$ cat src/rtl/canev_pkg.sv
package canev_pkg;

    localparam int REG_W     = 32;
    localparam int CODE_W    = 8;
    localparam int FLAG_N    = 7;
    localparam int STICKY_LO = 1;
    localparam int STICKY_HI = FLAG_N - 1;
    localparam int PAD_W     = 16 - FLAG_N;
    localparam int EDGE_W    = 4;
    localparam int CAP_N     = 2;

    localparam int F_RX   = 0;
    localparam int F_TX1  = 1;
    localparam int F_ERR  = 2;
    localparam int F_OVR  = 3;
    localparam int F_WAKE = 4;
    localparam int F_BERR = 5;
    localparam int F_ARB  = 6;

    localparam int E_TX1  = 0;
    localparam int E_WARN = 1;
    localparam int E_BOFF = 2;
    localparam int E_OVR  = 3;

    localparam int C_BERR = 0;
    localparam int C_ARB  = 1;

    typedef logic [FLAG_N-1:0] flag_vec_t;
    typedef logic [CODE_W-1:0] code_t;

    typedef struct packed {
        logic  strobe;
        code_t code;
    } cap_evt_t;

    typedef struct packed {
        code_t     arb;
        code_t     berr;
        flag_vec_t flags;
    } reg_view_t;

    function automatic logic [REG_W-1:0] pack_reg(input reg_view_t v);
        return {v.arb, v.berr, {PAD_W{1'b0}}, v.flags};
    endfunction

endpackage

$ cat src/rtl/canev_edge_det.sv
module canev_edge_det #(
    parameter int W = 4
) (
    input  logic         clk,
    input  logic         rst,
    input  logic [W-1:0] cur,
    output logic [W-1:0] rise,
    output logic [W-1:0] change
);
    logic [W-1:0] prev_q;

    always_ff @(posedge clk) begin
        if (rst) prev_q <= '0;
        else     prev_q <= cur;
    end

    assign rise   = cur & ~prev_q;
    assign change = cur ^ prev_q;
endmodule

$ cat src/rtl/canev_flag_bank.sv
module canev_flag_bank #(
    parameter int LO = 1,
    parameter int HI = 6
) (
    input  logic         clk,
    input  logic         rst,
    input  logic         rd,
    input  logic [HI:LO] set_evt,
    output logic [HI:LO] flags
);
    logic [HI:LO] flags_q;

    always_ff @(posedge clk) begin
        if (rst) flags_q <= '0;
        else     flags_q <= (rd ? '0 : flags_q) | set_evt;
    end

    assign flags = flags_q;
endmodule

$ cat src/rtl/canev_code_hold.sv
module canev_code_hold
    import canev_pkg::*;
(
    input  logic     clk,
    input  logic     rst,
    input  logic     rd,
    input  cap_evt_t evt,
    output code_t    value,
    output logic     held
);
    code_t value_q;
    logic  held_q;
    logic  take;

    assign take = evt.strobe && (!held_q || rd);

    always_ff @(posedge clk) begin
        if (rst) begin
            value_q <= '0;
            held_q  <= 1'b0;
        end else begin
            if (take) value_q <= evt.code;
            if (take)     held_q <= 1'b1;
            else if (rd)  held_q <= 1'b0;
        end
    end

    assign value = value_q;
    assign held  = held_q;
endmodule

$ cat src/rtl/canev_flag_capture.sv
module canev_flag_capture
    import canev_pkg::*;
(
    input  logic        clk,
    input  logic        rst,
    input  logic        rx_full,
    input  logic        tx1_free,
    input  logic        err_warn,
    input  logic        bus_off,
    input  logic        overrun,
    input  logic        sleeping,
    input  logic        bus_active,
    input  logic [6:0]  irq_en,
    input  logic        berr_strobe,
    input  logic [7:0]  berr_code,
    input  logic        arb_strobe,
    input  logic [7:0]  arb_code,
    input  logic        reg_rd,
    output logic [31:0] reg_data,
    output logic        irq
);
    logic [EDGE_W-1:0]              stat_vec, stat_rise, stat_chg;
    logic [STICKY_HI:STICKY_LO]     set_evt, sticky;
    cap_evt_t                       cap_in   [CAP_N];
    code_t                          cap_val  [CAP_N];
    logic [CAP_N-1:0]               cap_held;
    reg_view_t                      view;
    logic                           berr_held, arb_held;

    assign stat_vec[E_TX1]  = tx1_free;
    assign stat_vec[E_WARN] = err_warn;
    assign stat_vec[E_BOFF] = bus_off;
    assign stat_vec[E_OVR]  = overrun;

    canev_edge_det #(.W(EDGE_W)) u_edge (
        .clk    (clk),
        .rst    (rst),
        .cur    (stat_vec),
        .rise   (stat_rise),
        .change (stat_chg)
    );

    always_comb begin
        set_evt         = '0;
        set_evt[F_TX1]  = stat_rise[E_TX1] & irq_en[F_TX1];
        set_evt[F_ERR]  = (stat_chg[E_WARN] | stat_chg[E_BOFF]) & irq_en[F_ERR];
        set_evt[F_OVR]  = stat_rise[E_OVR] & irq_en[F_OVR];
        set_evt[F_WAKE] = sleeping & bus_active & irq_en[F_WAKE];
        set_evt[F_BERR] = berr_strobe & irq_en[F_BERR];
        set_evt[F_ARB]  = arb_strobe & irq_en[F_ARB];
    end

    canev_flag_bank #(.LO(STICKY_LO), .HI(STICKY_HI)) u_flags (
        .clk     (clk),
        .rst     (rst),
        .rd      (reg_rd),
        .set_evt (set_evt),
        .flags   (sticky)
    );

    assign cap_in[C_BERR] = '{strobe: berr_strobe, code: berr_code};
    assign cap_in[C_ARB]  = '{strobe: arb_strobe,  code: arb_code};

    for (genvar g = 0; g < CAP_N; g++) begin : g_cap
        canev_code_hold u_hold (
            .clk   (clk),
            .rst   (rst),
            .rd    (reg_rd),
            .evt   (cap_in[g]),
            .value (cap_val[g]),
            .held  (cap_held[g])
        );
    end

    assign berr_held = cap_held[C_BERR];
    assign arb_held  = cap_held[C_ARB];

    always_comb begin
        view.flags       = '0;
        view.flags[F_RX] = rx_full & irq_en[F_RX];
        view.flags[STICKY_HI:STICKY_LO] = sticky;
        view.berr        = cap_val[C_BERR];
        view.arb         = cap_val[C_ARB];
    end

    assign reg_data = pack_reg(view);
    assign irq      = |view.flags;
endmodule

$ cat config.mk
export PLATFORM = sky130hd
export DESIGN_NAME = canev_flag_capture
export DESIGN_NICKNAME = d
export VERILOG_FILES = /design/src/rtl/canev_pkg.sv /design/src/rtl/canev_edge_det.sv /design/src/rtl/canev_flag_bank.sv /design/src/rtl/canev_code_hold.sv /design/src/rtl/canev_flag_capture.sv
export SDC_FILE = /design/constraint.sdc
export NUM_CORES = 1
export LEC_CHECK = 0
export BUFFER_PORTS_ARGS = -buffer_cell sky130_fd_sc_hd__buf_4
export CAP_MARGIN = 20
export CORE_ASPECT_RATIO = 0.9
export CORE_MARGIN = 2
export CORE_UTILIZATION = 41
export DETAILED_ROUTE_END_ITERATION = 12
export GPL_ROUTABILITY_DRIVEN = 0
export PLACE_DENSITY = 0.83
export SLEW_MARGIN = 20
export SYNTH_ARGS = -nofsm -noshare
export SYNTH_HDL_FRONTEND = slang
export SYNTH_SLANG_ARGS = --single-unit
export TNS_END_PERCENT = 100
$ cat constraint.sdc
create_clock -name clk -period 1.9 [get_ports clk]
set_input_delay 0.285 -clock clk [delete_from_list [all_inputs] [get_ports clk]]
set_output_delay 0.285 -clock clk [all_outputs]
set_load 0.01 [all_outputs]
==> results.md <==
* First drt pass iteration count at 4
* Distinct cell type count after synthesis at 19
* Drt drc at 0
* Count of buffers from port buffering at 58
* CP Launch Point: u_flags.flags[2]
* Largest net degree at the start of global routing at 29
* Final Setup Violations at 1
* Routed wire length at 2.61 mm
* Grt ovf at 0
* Setup WS post-layout at -0.127 ns
* Worst r2r src: g_cap[0].u_hold.held
* Antenna-violating nets left at 0
* First-pass GRT wire length at 3.88 mm
* N_diodes at 0
* Synth warn at 0
* Synthesized area per cell at 8.65 sq um
* Fin crit share at 107%
* Peak VDD IR at 0.429 mV
* Clk_skew at 0.00386 ns
* Outcome: finished with violations
* Gr usage total at 16.5%
* Clock root buffer: clkbuf_4
* Core Util, Final at 62.4%
* Vias at 1059
* Most common cell after layout, fill and taps aside: buf_4
* Hpwl dp at 1.95 mm
* CTS tree: yes
* Share of cells above drive strength 1 at 36.5%
* Synth Instances at 126
* Yosys reg bits at 28
* Sequential share of the synthesized area at 51.4%
* Max Cap Violations at 0
* Core Area at 2490 sq um
* Worst Hold Class: input port to flip-flop
* Setup crit start kind: flip-flop
* Fin nets at 217
* Clock Sinks at 28
* Pwr/cell area at 733 nW/um^2
* Crit path max fanout at 2
* Cts hold-fix bufs at 0
* Final Non-Filler Cells at 209
* WP data required at 1.62 ns
* Hold Crit Depth at 2
* H-tree depth at 1
* CP Class: flip-flop to output port
* Worst setup EP type: output port
* Layout area overhead at 42.5%
* Die area at 3090 sq um
* Worst-case reg-to-reg path depth at 3
* Clk pin slew, worst setup/hold paths at 0.14 ns
* Min-delay src: tx1_free
* Pleak at 0.000717 uW
* Post-synth EDFFs at 0
* Commonest non-fill, non-tap cells in the layout: buf_4, dfxtp_1, a21oi_1
* Cells after DPL at 204
* Top FF cell, synth: dfxtp_1
* Unrepaired setup endpoints after global routing: yes
* WL/cell at 12.5 um
* CP arrival at 1.74 ns
* Max Slew Vio Count at 0
* Async SR Flop Fraction at 0%
* Row Count at 17
* Die W at 58.3 um
* Clock tree buffer depth at 2
* Total CTS buffers at 3
* Initial antenna violation count at 0
* Final worst path period need at 2.03 ns
* Initial Util at 43.8%
* Routed vias/inst at 5.07
* Chip height at 52.9 um
* Initial DRC Count at 21
* Clk Latency, worst-skew pair at 0.32 ns
* Top-Level Pins at 68
* Failing checks: setup timing
* Cell Area, Synth at 1090 sq um
* Fmax at 0.493 GHz
* Final hold violations at 0
* Vias in the first global route at 901
[power by group]
group	internal (uW)	switching, uW
Clock	117	168
Sequential	622	17.0
Combinational	118	96.4
[stage by stage]
stage / worst slack (ns) / TNS, ns / hold slack (ns) / total power (uW) / cell area (sq um)
4_1_cts: -0.145 / -0.145 / 0.174 / 1140 / 1550
6_report: -0.127 / -0.127 / 0.180 / 1140 / 1550
3_5_place_dp: 0.202 / 0 / 0.471 / 856 / 1500
5_1_grt: -0.170 / -0.170 / 0.167 / 1190 / 1550
3_3_place_gp: 0.269 / 0 / 0.456 / 849 / 1500
2_1_floorplan: 0.335 / 0 / 0.413 / 754 / 1120
[flip-flops by register name, summed over array words and instances, names as in the netlist]
signal              count
g_cap.u_hold.value     16
g_cap.u_hold.held       2
u_edge.prev_q           4
u_flags.flags           6
[area by class of cell]
cell class	instances	area, sq um
Sequential cell	28	562
Inverter	3	11.3
Clock buffer	4	36.3
Fill cell	229	936
Timing Repair Buffer	59	447
Tap cell	28	35.0
Multi-Input combinational cell	87	462
[routing by layer]
metal	share of wire [%]	vias to the layer above	track usage, %
met4	0.50	0	4.65
met3	7.7	2	2.69
met2	49	43	29.0
met1	42	485	20.7
met5	0	-	0
li1	-	529	-
[synthesized netlist by cell type, types with 2 or more instances]
cell | instances | area [sq um]
nand3_1 | 16 | 80.1
a22oi_1 | 2 | 15.0
xor2_1 | 2 | 17.5
clkbuf_1 | 6 | 22.5
buf_4 | 9 | 67.6
o21ai_0 | 17 | 85.1
inv_1 | 3 | 11.3
or4_1 | 2 | 15.0
nor2_1 | 3 | 11.3
nand2_1 | 3 | 11.3
dfxtp_1 | 28 | 561
a21oi_1 | 21 | 105
nand2b_1 | 2 | 12.5
nor2b_1 | 6 | 37.5
nand3b_1 | 2 | 15.0
[final timing paths]
| kind | slack (ns) | to |
|---|---|---|
| min reg2reg | 0.49 | g_cap[1].u_hold.value[7] |
| max | -0.13 | irq |
| max reg2reg | 0.79 | g_cap[0].u_hold.value[0] |
| min | 0.18 | u_edge.prev_q[0] |
[repair_timing]
| item | 4_1_cts | 5_1_grt |
|---|---|---|
| gates resized for setup | 3 | 1 |
| setup buffers | 1 | 0 |
| endpoints found under the hold margin | 0 | 0 |
| endpoints found under the setup margin | 1 | 1 |
[cell families after synthesis]
family	Yosys count	share of synthesized area (%)
buffers and inverters	19	9.64
and+or+nand+nor	35	17.3
other	1	0.344
DFF	28	51.4
AOI/OAI and AO/OA	41	19.6
xor gates and xnor gates	2	1.61
[critical path, stage by stage, from the launching register on]
cell and delay, ns:
dfxtp_2 0.35, or4_4 0.52, or4_4 0.43, buf_6 0.14
(Power assumes the default switching activity.)
